### src/rtl/cfg_loader_pkg.sv
package cfg_loader_pkg;
    typedef enum logic {
        LD_IDLE = 1'b0,
        LD_RUN  = 1'b1
    } ld_state_e;

    localparam int unsigned BYTE_W = 8;
endpackage

### src/rtl/cfg_addr_ctr.sv
module cfg_addr_ctr #(
    parameter int unsigned ADDR_W = 20
) (
    input  logic              clk,
    input  logic              rst_n,
    input  logic              clr_i,
    input  logic              inc_i,
    output logic [ADDR_W-1:0] addr_o,
    output logic              ovf_o
);
    localparam logic [ADDR_W-1:0] TOP = {ADDR_W{1'b1}};

    typedef struct packed {
        logic [ADDR_W-1:0] addr;
        logic              ovf;
    } ctr_t;

    ctr_t ctr_d, ctr_q;

    always_comb begin
        ctr_d = ctr_q;
        if (clr_i) begin
            ctr_d.addr = '0;
            ctr_d.ovf  = 1'b0;
        end else if (inc_i) begin
            if (ctr_q.addr == TOP) begin
                ctr_d.addr = '0;
                ctr_d.ovf  = 1'b1;
            end else begin
                ctr_d.addr = ctr_q.addr + 1'b1;
            end
        end
    end

    always_ff @(posedge clk) begin
        if (!rst_n) ctr_q <= '0;
        else        ctr_q <= ctr_d;
    end

    assign addr_o = ctr_q.addr;
    assign ovf_o  = ctr_q.ovf;
endmodule

### src/rtl/cfg_word_fmt.sv
module cfg_word_fmt #(
    parameter int unsigned DATA_W   = 16,
    parameter int unsigned NARROW_W = 8
) (
    input  logic              wide_i,
    input  logic [DATA_W-1:0] data_i,
    output logic [DATA_W-1:0] word_o
);
    generate
        if (DATA_W > NARROW_W) begin : g_two_widths
            always_comb begin
                if (wide_i) word_o = data_i;
                else        word_o = {{(DATA_W-NARROW_W){1'b0}}, data_i[NARROW_W-1:0]};
            end
        end else begin : g_one_width
            logic unused_mode;
            assign unused_mode = wide_i;
            assign word_o      = data_i;
        end
    endgenerate
endmodule

### src/rtl/cfg_par_loader.sv
module cfg_par_loader
    import cfg_loader_pkg::*;
#(
    parameter int unsigned ADDR_W = 20,
    parameter int unsigned DATA_W = 16
) (
    input  logic              cfg_clk,
    input  logic              rst_n,
    input  logic              start_i,
    input  logic              stop_i,
    input  logic              wide_i,
    input  logic [DATA_W-1:0] data_i,
    output logic [ADDR_W-1:0] addr_o,
    output logic              busy_o,
    output logic              ovf_o,
    output logic              wr_en_o,
    output logic [ADDR_W-1:0] wr_addr_o,
    output logic [DATA_W-1:0] wr_data_o
);
    typedef struct packed {
        ld_state_e         state;
        logic              we;
        logic [ADDR_W-1:0] wa;
        logic [DATA_W-1:0] wd;
    } ctl_t;

    ctl_t              ctl_d, ctl_q;
    logic              take_d;
    logic [ADDR_W-1:0] cur_addr;
    logic [DATA_W-1:0] fmt_word;

    cfg_word_fmt #(
        .DATA_W   (DATA_W),
        .NARROW_W (BYTE_W)
    ) u_fmt (
        .wide_i (wide_i),
        .data_i (data_i),
        .word_o (fmt_word)
    );

    cfg_addr_ctr #(
        .ADDR_W (ADDR_W)
    ) u_ctr (
        .clk    (cfg_clk),
        .rst_n  (rst_n),
        .clr_i  (start_i),
        .inc_i  (take_d),
        .addr_o (cur_addr),
        .ovf_o  (ovf_o)
    );

    always_comb begin
        ctl_d    = ctl_q;
        ctl_d.we = 1'b0;
        take_d   = (ctl_q.state == LD_RUN) && !start_i && !stop_i;
        if (start_i) begin
            ctl_d.state = LD_RUN;
        end else if ((ctl_q.state == LD_RUN) && stop_i) begin
            ctl_d.state = LD_IDLE;
        end
        if (take_d) begin
            ctl_d.we = 1'b1;
            ctl_d.wa = cur_addr;
            ctl_d.wd = fmt_word;
        end
    end

    always_ff @(posedge cfg_clk) begin
        if (!rst_n) begin
            ctl_q.state <= LD_IDLE;
            ctl_q.we    <= 1'b0;
            ctl_q.wa    <= '0;
            ctl_q.wd    <= '0;
        end else begin
            ctl_q <= ctl_d;
        end
    end

    assign addr_o    = cur_addr;
    assign busy_o    = (ctl_q.state == LD_RUN);
    assign wr_en_o   = ctl_q.we;
    assign wr_addr_o = ctl_q.wa;
    assign wr_data_o = ctl_q.wd;
endmodule

### config.mk
export PLATFORM = sky130hd
export DESIGN_NAME = cfg_par_loader
export DESIGN_NICKNAME = d
export VERILOG_FILES = /design/src/rtl/cfg_loader_pkg.sv /design/src/rtl/cfg_addr_ctr.sv /design/src/rtl/cfg_word_fmt.sv /design/src/rtl/cfg_par_loader.sv
export SDC_FILE = /design/constraint.sdc
export NUM_CORES = 1
export LEC_CHECK = 0
export BUFFER_PORTS_ARGS = -buffer_cell sky130_fd_sc_hd__buf_2
export CAP_MARGIN = 20
export CORE_MARGIN = 1
export CORE_UTILIZATION = 45
export DETAILED_ROUTE_END_ITERATION = 6
export HOLD_SLACK_MARGIN = 0.08
export PLACE_DENSITY = 0.83
export REMOVE_ABC_BUFFERS = 1
export SLEW_MARGIN = 40
export SYNTH_ARGS = -nofsm -noshare
export SYNTH_HDL_FRONTEND = slang
export SYNTH_SLANG_ARGS = --single-unit
### constraint.sdc
create_clock -name cfg_clk -period 2 [get_ports cfg_clk]
set_clock_uncertainty 0.05 [all_clocks]
set_input_delay 0.2 -clock cfg_clk [delete_from_list [all_inputs] [get_ports cfg_clk]]
set_output_delay 0.2 -clock cfg_clk [all_outputs]
set_load 0.02 [all_outputs]
==> results by group, run 1 <==
Outcome
  – Status: finished clean

Yosys
  – Synth top cells by count: nand2_1, dfxtp_1, a21boi_0
  – EDFF count, synth: 0
  – Synth area leader: dfxtp_1
  – Yosys cell types: 35
  – Post-Synthesis Cells: 266
  – Top cell type's share of synthesized area: 0.497
  – Dominant synthesized flop cell: dfxtp_1
  – Register bit total from synthesis: 59
  – YS warnings: 0
  – Async set-reset flop share out of synthesis: 0
  – Cell area after synthesis: 2370 um2
  – Mapped Avg Cell Area: 8.93 um2
  – Fraction of the yosys area taken by sequential cells: 0.497
  – Cells taking the most area after synthesis: dfxtp_1, nand2_1, a21boi_0
  – Most common cell in the synthesized netlist: nand2_1

Clock tree
  – Root Buffer: clkbuf_8
  – Num CTS Buffers: 9
  – # H-tree levels: 3
  – # clock sinks: 59
  – TritonCTS clock tree: yes
  – Clk buf depth: 2
  – Clk_lat worst skew: 0.33 ns
  – Clock transition at path regs: 0.07 ns

Global route
  – Vias in the first global route: 2004
  – Largest net degree at the start of global routing: 38
  – Grt ovf: 0
  – Total GRT Usage: 0.221
  – Initial antenna violation count: 0
  – First-pass GRT wire length: 9100 um

Timing
  – Hold Vio Cnt, Final: 0
  – Fmax: 0.503 GHz
  – Setup WS post-layout: 0.0127 ns
  – Final Cycle Share: 0.994
  – Setup violators final: 0
  – Slew headroom: 0.683
  – Final critical-path required period: 1.99 ns
  – Final setup TNS: 0 ns
  – Max Slew Vio Count: 0
  – Worst slew pin tran: 0.471 ns

Critical path
  – Worst r2r path cells: 5
  – Crit path launch type: primary input
  – CP max FO: 14
  – Worst Setup Path Type: in2reg
  – Worst Path Arrival: 2.15 ns
  – CP Data Required Time: 2.16 ns
  – Worst Setup End Kind: flop

Floorplanning
  – Cell Rows: 26
  – Die height: 74.6 um
  – DIE WIDTH: 74.6 um
  – Initial Utilization: 0.465
  – CORE AREA: 5110 um2
  – Die area: 5570 um2
  – Ports: 80

Drt
  – DR WL/cell: 14.0 um
  – DR vias/cell: 5.09
  – # DRC: 0
  – Wirelength, routed: 6320 um
  – Drt pass-1 iters: 4
  – Final ANT Viol Nets: 0
  – Via Count: 2301
  – Iteration-0 DRC Markers: 94

Cells and area
  – Area delta synth->final: 41.7%
  – FILL cells: 419
  – Diode count: 0
  – Total Nets Final: 399
  – Layout cell share with drive strength beyond 1: 0.332

Place
  – Routability Congestion: 0.822
  – Port Buffers: 79
  – Pre-CTS WS: 0.190 ns
  – DP HPWL: 3800 um

Min path
  – HP Class: in2reg
  – WHS Path Cells: 3

Pwr
  – Leakage power: 1.48 nW
  – Power Dens Cells: 737 nW/um2
  – Peak VDD IR: 0.000414 V

Run
  – MaxCap Viol Count: 0
## layout make-up
| cell class | count | area (um2) | area share |
|---|---|---|---|
| Tap cell | 70 | 87.6 | 0.0260 |
| Clock buffer | 10 | 128 | 0.0379 |
| Multi-Input combinational cell | 191 | 1130 | 0.335 |
| Timing Repair Buffer | 116 | 761 | 0.226 |
| Sequential cell | 59 | 1180 | 0.351 |
| Clock inverter | 6 | 80.1 | 0.0238 |
## kinds of logic after synthesis
| group | synth area share |
|---|---|
| flip-flops | 0.497 |
| AND/OR/NAND/NOR | 0.270 |
| AO/OA/AOI/OAI | 0.132 |
| buffers and inverters | 0.0327 |
| adder cells (fa/ha/maj) | 0.00527 |
| XOR/XNOR | 0.0627 |
## per-stage QoR
stage / power, mW / instance area (um2) / utilization / instances / hold WS, ns
finish: 2.48 / 3360 / 0.659 / 452 / 0.102
global route: 2.58 / 3360 / 0.659 / 452 / 0.111
CTS: 2.48 / 3250 / 0.636 / 443 / 0.0864
detailed placement: 1.32 / 2890 / 0.566 / 412 / 0.363
global placement: 1.31 / 2890 / 0.566 / 412 / 0.359
floorplan: 1.26 / 2300 / - / 250 / 0.234
## placed cells by master (no fill, tap or decap), types with 6 or more instances in the layout
cell,Yosys,final
xnor2_1,7,7
xor2_1,10,10
buf_2,2,78
a21boi_0,30,30
nand2_1,68,68
dfxtp_1,59,59
a22o_1,6,6
clkbuf_8,0,9
buf_4,0,20
dlygate4sd3_1,0,15
nor2_1,20,20
nand4_1,6,6
nand3_1,9,9
## repair_timing
| item | CTS | global route |
|---|---|---|
| gates resized for setup | 0 | 1 |
| buffers inserted | 0 | 8 |
| hold endpoints to repair | 15 | 0 |
| hold buffers | 15 | 0 |
| endpoints found under the setup margin | 0 | 11 |
## per-layer routing
metal,vias to the layer above,share of wire,GRT usage,wire [um]
met5,-,0,0,0
met4,0,0.027,0.115,171
met3,22,0.047,0.0509,296
met2,94,0.49,0.376,3130
met1,1070,0.43,0.259,2730
li1,1115,-,-,-
## worst paths after layout
kind                                                  from                    endpoint  slack (ns)
worst max register to register         busy_o$_SDFFE_PN0P_  wr_addr_o[10]$_SDFFE_PN0P_        0.10
worst max-delay path                                stop_i  wr_addr_o[10]$_SDFFE_PN0P_        0.01
worst min-delay path                            data_i[15]  wr_data_o[15]$_SDFFE_PN0P_        0.10
worst min register to register  wr_addr_o[17]$_SDFFE_PN0P_  wr_addr_o[17]$_SDFFE_PN0P_        0.41
## power by group
group | total [mW] | switching (mW) | leakage [nW] | internal, mW
registers | 1.19 | 0.00455 | 0.476 | 1.18
clock network | 1.15 | 0.458 | 0.110 | 0.693
logic | 0.141 | 0.0685 | 0.894 | 0.0728
total | 2.48 | 0.531 | 1.48 | 1.95
## sequential cells by signal, summed over array words and instances, names as in the netlist
| name | count |
|---|---|
| busy_o | 1 |
| u_ctr.ovf_o | 1 |
| u_ctr.addr_o | 20 |
| wr_en_o | 1 |
| wr_addr_o | 20 |
| wr_data_o | 16 |
## worst max-delay path: stages
cell and delay [ns]:
dlygate4sd3_1 0.59, nor2b_1 0.22, nor2b_2 0.45, buf_4 0.29
nand2_1 0.08, a21boi_0 0.31
(Power assumes the default switching activity.)
==> run 2, diff against run 1 <==
- ABC_AREA: default -> 1
- CTS_BUF_LIST: default -> sky130_fd_sc_hd__clkbuf_2
- SKIP_CTS_REPAIR_TIMING: default -> 1
==> results by group, run 2 <==
Outcome
  – Status: finished clean

Timing
  – Final critical-path required period: 1.91 ns (-0.0724 ns)
  – RSZ-0062 raised after global routing: false
  – Setup violators final: 0 (unchanged)
  – Max Slew Vio Count: 0 (unchanged)
  – Final Cycle Share: 0.957 (-0.0362)
  – Fmax: 0.522 GHz (+3.8%)
  – Slew headroom: 0.675 (-0.00809)
  – Hold Vio Cnt, Final: 0 (unchanged)
  – Worst slew pin tran: 0.486 ns (+0.0149 ns)

Place
  – DP HPWL: 4090 um (+7.6%)
  – Area after DPL: 2850 um2 (-1.5%)
  – Routability Congestion: 0.850 (+3.5%)
  – DP Cell Count: 462 (+12%)
  – Port Buffers: 79 (unchanged)

Cells and area
  – FILL cells: 475 (+13%)
  – Diode count: 0 (unchanged)
  – Most common cell after layout, fill and taps aside: nand2_1
  – Area delta synth->final: 35.9%
  – Final instance area: 3250 um2 (-3.5%)
  – Layout cell share with drive strength beyond 1: 0.268 (-0.0647)
  – Most frequent cells in the layout: nand2_1, buf_2, dfxtp_1
  – Final cell count without fillers: 507 (+12%)
  – Total Nets Final: 454 (+14%)

Yosys
  – Cell area after synthesis: 2390 um2 (+0.58%)
  – Async set-reset flop share out of synthesis: 0 (unchanged)
  – Top cell type's share of synthesized area: 0.494 (-0.00287)
  – Post-Synthesis Cells: 321 (+21%)
  – Fraction of the yosys area taken by sequential cells: 0.494 (-0.00287)
  – EDFF count, synth: 0 (unchanged)
  – Synth area leader: dfxtp_1
  – Synth top cells by count: nand2_1, dfxtp_1, a21oi_1
  – Mapped Avg Cell Area: 7.44 um2 (-17%)
  – Dominant synthesized flop cell: dfxtp_1
  – Cells taking the most area after synthesis: dfxtp_1, nand2_1, a21oi_1
  – Most common cell in the synthesized netlist: nand2_1
  – YS warnings: 0 (unchanged)
  – Register bit total from synthesis: 59 (unchanged)
  – Yosys cell types: 25 (-29%)

Floorplanning
  – CORE AREA: 5110 um2 (unchanged)
  – Ports: 80 (unchanged)
  – Die area: 5600 um2 (+0.56%)
  – DIE WIDTH: 74.9 um (+0.28%)
  – Cell Rows: 26 (unchanged)
  – Initial Utilization: 0.468 (+0.00269)
  – Die height: 74.9 um (+0.28%)

Drt
  – Wirelength, routed: 6660 um (+5.3%)
  – DR vias/cell: 5.02 (-1.4%)
  – Drt pass-1 iters: 6 (+2)
  – Via Count: 2546 (+11%)
  – Final ANT Viol Nets: 0 (unchanged)
  – # DRC: 0 (unchanged)
  – DR WL/cell: 13.1 um (-6.1%)
  – Iteration-0 DRC Markers: 122 (+30%)

Global route
  – Vias in the first global route: 1884 (-6.0%)
  – Largest net degree at the start of global routing: 30 (-21%)
  – First-pass GRT wire length: 8650 um (-4.9%)
  – Total GRT Usage: 0.211 (-0.00948)
  – Initial antenna violation count: 0 (unchanged)
  – Grt ovf: 0 (unchanged)

Clock tree
  – Clock transition at path regs: 0.16 ns (+0.09 ns)
  – Num CTS Buffers: 9 (unchanged)
  – Clk buf depth: 2 (unchanged)
  – Clk_lat worst skew: 0.48 ns (+0.15 ns)
  – Root Buffer: clkbuf_2
  – # H-tree levels: 3 (unchanged)
  – # clock sinks: 59 (unchanged)
  – TritonCTS clock tree: yes

Pwr
  – Leakage power: 1.40 nW (-5.1%)
  – Peak VDD IR: 0.000382 V (-7.6%)
  – Power Dens Cells: 639 nW/um2 (-13%)

Critical path
  – Worst Setup End Kind: flop
  – CP cell instances: dlygate4sd3_1 -> buf_2 -> inv_1 -> nand2_2 -> nor2_4 -> buf_4 -> nand3_1 -> dlygate4sd3_1 -> a21oi_1
  – Cell family with most CP delay: buffers and inverters
  – Slowest stage cell, crit path: dlygate4sd3_1
  – Critical Path Max Stage Delay: 0.58 ns (about the same)
  – WP buf/inv: 5 (+3)
  – Worst Path Arrival: 2.29 ns (+0.14 ns)
  – CP Data Required Time: 2.38 ns (+0.22 ns)
  – CP max FO: 18 (+4)
  – Crit path launch type: primary input
  – Worst Setup Path Type: in2reg
  – Crit path top cell by count: dlygate4sd3_1

Min path
  – HP Class: in2reg

Run
  – MaxCap Viol Count: 0 (unchanged)
[run 2: cell types whose count changed after synthesis, moves of 10 or more]
cell and delta:
nand2_1 +15, inv_1 +21, nor2_1 +12, nand3_1 +18, a21boi_0 -30, a21oi_1 +34
o21ai_0 +10
[run 2: cell families after synthesis]
| kind of cell | count (synthesis) | synth area share |
|---|---|---|
| buffers and inverters | 37 | 0.0629 |
| xor gates and xnor gates | 5 | 0.0183 |
| AOI/OAI and AO/OA | 50 | 0.107 |
| DFF | 59 | 0.494 |
| adders and majority gates | 1 | 0.00524 |
| and+or+nand+nor | 169 | 0.312 |
[run 2: layer usage]
| layer | global-route usage | vias to the layer above | wire length, um |
|---|---|---|---|
| met4 | 0.113 | 0 | 103 |
| met1 | 0.279 | 1172 | 2940 |
| li1 | - | 1259 | - |
| met2 | 0.318 | 105 | 3190 |
| met5 | 0 | - | 0 |
| met3 | 0.0522 | 10 | 431 |
[run 2: where the power goes]
| part | switching (mW) | internal, mW | total (mW) |
|---|---|---|---|
| combinational | 0.0884 | 0.0674 | 0.156 |
| sequential | 0.00715 | 1.19 | 1.20 |
| clock | 0.438 | 0.283 | 0.721 |
| total | 0.533 | 1.54 | 2.07 |
[run 2: per-stage QoR]
stage / utilization / TNS (ns) / power (mW) / hold WS [ns] / worst slack, ns
final: 0.635 / 0 / 2.07 / 0.150 / 0.0851
after global routing: 0.635 / 0 / 2.16 / 0.140 / 0.0473
after CTS: 0.579 / 0 / 2.05 / -0.166 / 0.375
after detailed placement: 0.558 / 0 / 1.34 / 0.377 / 0.403
after global placement: 0.558 / 0 / 1.34 / 0.373 / 0.467
after floorplan: - / -0.0908 / 1.28 / 0.281 / -0.0460
[run 2: area by class of cell]
class	count	area [um2]	area share
Clock buffer	10	50.0	0.0154
Clock inverter	6	56.3	0.0173
Inverter	24	90.1	0.0278
Multi-Input combinational cell	225	1060	0.326
Sequential cell	59	1180	0.364
Tap cell	70	87.6	0.0270
Timing Repair Buffer	113	723	0.223
[run 2: path summary, 6_finish.rpt]
| path | to | slack, ns | cells after the start | from |
|---|---|---|---|---|
| max | wr_data_o[15]$_SDFFE_PN0P_ | 0.09 | 9 | stop_i |
| min | u_ctr.addr_o[8]$_SDFFE_PP0P_ | 0.15 | 4 | start_i |
| max reg2reg | wr_data_o[15]$_SDFFE_PN0P_ | 0.12 | 6 | busy_o$_SDFFE_PN0P_ |
| min reg2reg | u_ctr.ovf_o$_SDFFE_PP0P_ | 0.42 | 2 | u_ctr.ovf_o$_SDFFE_PP0P_ |
[run 2: worst reg2reg max path, stage by stage (launching register included)]
cell and delay [ns]:
dfxtp_1 0.40, nand2_2 0.12, nor2_4 0.16, buf_4 0.26, nand3_1 0.12, dlygate4sd3_1 0.58, a21oi_1 0.13
==> run 3, diff against run 2 <==
- CTS_BUF_LIST: sky130_fd_sc_hd__clkbuf_2 -> sky130_fd_sc_hd__clkbuf_8 sky130_fd_sc_hd__clkbuf_16
==> results by group, run 3 (same netlist as run 2, synthesis figures left out) <==
Timing
  – RSZ-0062 raised after global routing: false
  – Final Cycle Share: 0.805 (-0.153)
  – Final setup TNS: 0 ns (unchanged)
  – Final critical-path required period: 1.61 ns (-0.305 ns)
  – Slew headroom: 0.718 (+0.0431)
  – Hold Vio Cnt, Final: 0 (unchanged)
  – Setup WS post-layout: 0.391 ns (+0.305 ns)
  – Worst slew pin tran: 0.422 ns (-0.0636 ns)
  – Max Slew Vio Count: 0 (unchanged)
  – Setup violators final: 0 (unchanged)
  – Fmax: 0.621 GHz (+19%)

Floorplanning
  – Ports: 80 (unchanged)
  – Initial Utilization: 0.468 (unchanged)
  – Die area: 5600 um2 (unchanged)
  – Die height: 74.9 um (unchanged)
  – CORE AREA: 5110 um2 (unchanged)
  – DIE WIDTH: 74.9 um (unchanged)
  – Cell Rows: 26 (unchanged)

Place
  – DP HPWL: 4090 um (unchanged)
  – Port Buffers: 79 (unchanged)
  – Routability Congestion: 0.850 (unchanged)
  – Pre-CTS WS: 0.403 ns (unchanged)

Drt
  – Wirelength, routed: 6090 um (-8.5%)
  – DR WL/cell: 12.4 um (-5.5%)
  – Drt pass-1 iters: 4 (-2)
  – DR vias/cell: 4.89 (-2.5%)
  – Final ANT Viol Nets: 0 (unchanged)
  – # DRC: 0 (unchanged)
  – Via Count: 2403 (-5.6%)
  – Iteration-0 DRC Markers: 109 (-11%)

Cells and area
  – Layout cell share with drive strength beyond 1: 0.278 (+0.0102)
  – Total Nets Final: 438 (-3.5%)
  – Diode count: 0 (unchanged)
  – Area occupied by multi-input gates: 1060 um2 (unchanged)
  – FILL cells: 482 (+1.5%)
  – Most common cell after layout, fill and taps aside: nand2_1
  – Area delta synth->final: 32.8%
  – Most frequent cells in the layout: nand2_1, buf_2, dfxtp_1
  – Reg area: 1180 um2 (unchanged)

Pwr
  – Leakage power: 1.39 nW (-0.95%)
  – Int Pwr: 1.84 mW (+20%)
  – Peak VDD IR: 0.000425 V (+11%)
  – Sw Ratio: 0.232 (-0.0255)
  – Comb pwr share: 0.057 (-0.018)
  – Sequential Power Share: 0.499 (-0.078)
  – Clk pwr share: 0.444 (+0.096)
  – Power Dens Cells: 755 nW/um2 (+18%)
  – Net switching power of the design: 0.555 mW (+4.1%)

Clock tree
  – Clock transition at path regs: 0.06 ns (-0.10 ns)
  – Num CTS Buffers: 9 (unchanged)
  – Clk_lat worst skew: 0.34 ns (-0.14 ns)
  – # H-tree levels: 3 (unchanged)
  – # clock sinks: 59 (unchanged)
  – TritonCTS clock tree: yes
  – Clk buf depth: 2 (unchanged)
  – Root Buffer: clkbuf_8

Global route
  – Largest net degree at the start of global routing: 30 (unchanged)
  – Initial antenna violation count: 0 (unchanged)
  – Vias in the first global route: 1894 (+0.53%)
  – Total GRT Usage: 0.211 (-0.000284)
  – Grt ovf: 0 (unchanged)
  – First-pass GRT wire length: 8670 um (+0.16%)

Critical path
  – Crit path launch type: flop
  – CP Data Required Time: 2.18 ns (-0.20 ns)
  – Worst Setup End Kind: flop
  – Worst Path Arrival: 1.79 ns (-0.50 ns)
  – CP max FO: 9 (-9)
  – Worst Setup Path Type: reg2reg

Outcome
  – Status: finished clean

Run
  – MaxCap Viol Count: 0 (unchanged)

Min path
  – HP Class: in2reg
run 3: cell count changes in the layout (fill, tap and decap cells not counted), sizes merged:
cell	before	now
clkinv	4	3
inv	24	25
dlygate4sd3	29	13
run 3: final timing paths:
path | startpoint | to | slack [ns] | depth (start not counted)
setup / recovery | u_ctr.addr_o[1]$_SDFFE_PP0P_ | u_ctr.addr_o[17]$_SDFFE_PP0P_ | 0.39 | 10
hold / removal | data_i[7] | wr_data_o[7]$_SDFFE_PN0P_ | 0.06 | 3
setup reg to reg | u_ctr.addr_o[1]$_SDFFE_PP0P_ | u_ctr.addr_o[17]$_SDFFE_PP0P_ | 0.39 | 10
hold reg to reg | u_ctr.ovf_o$_SDFFE_PP0P_ | u_ctr.ovf_o$_SDFFE_PP0P_ | 0.40 | 2
run 3: critical path: stages (launching register included):
cell     delay (ns)
dfxtp_1        0.41
ha_1           0.20
nand2_1        0.08
nor2_2         0.15
nand2_2        0.10
nor2_2         0.14
nand3_2        0.11
nand2_4        0.14
inv_2          0.04
nand2_1        0.05
nor2_1         0.04
run 3: area by class of cell:
| class | count | share of cell area |
|---|---|---|
| flip-flops and latches | 59 | 0.372 |
| multi-input cells | 225 | 0.333 |
| repair buffers | 97 | 0.177 |
| clock buffers | 10 | 0.0434 |
| inverters | 24 | 0.0284 |
| well taps | 70 | 0.0276 |
| clock inverters | 6 | 0.0177 |
run 3: through the flow:
step                      area (um2)  power, mW   util  hold WS (ns)  cells
after global placement          2850       1.34  0.558         0.373    462
after global routing            3170       2.48  0.621        0.0847    491
after detailed placement        2850       1.34  0.558         0.377    462
after floorplan                 2330       1.28      -         0.281    308
final                           3170       2.40  0.621        0.0640    491
after CTS                       3040       2.40  0.596        0.0217    478
run 3: layer usage:
metal / global-route usage / wire length [um]
met1: 0.275 / 2800
met2: 0.322 / 2810
met3: 0.0643 / 387
met4: 0.0943 / 83
met5: 0 / 0
run 3: power groups by stage:
stage	Combinational, mW	Clock, mW	Sequential, mW
after CTS	0.118	1.08	1.20
after detailed placement	0.117	0	1.22
after floorplan	0.0400	0	1.24
final	0.138	1.06	1.20
after global routing	0.150	1.13	1.20
after global placement	0.115	0	1.22
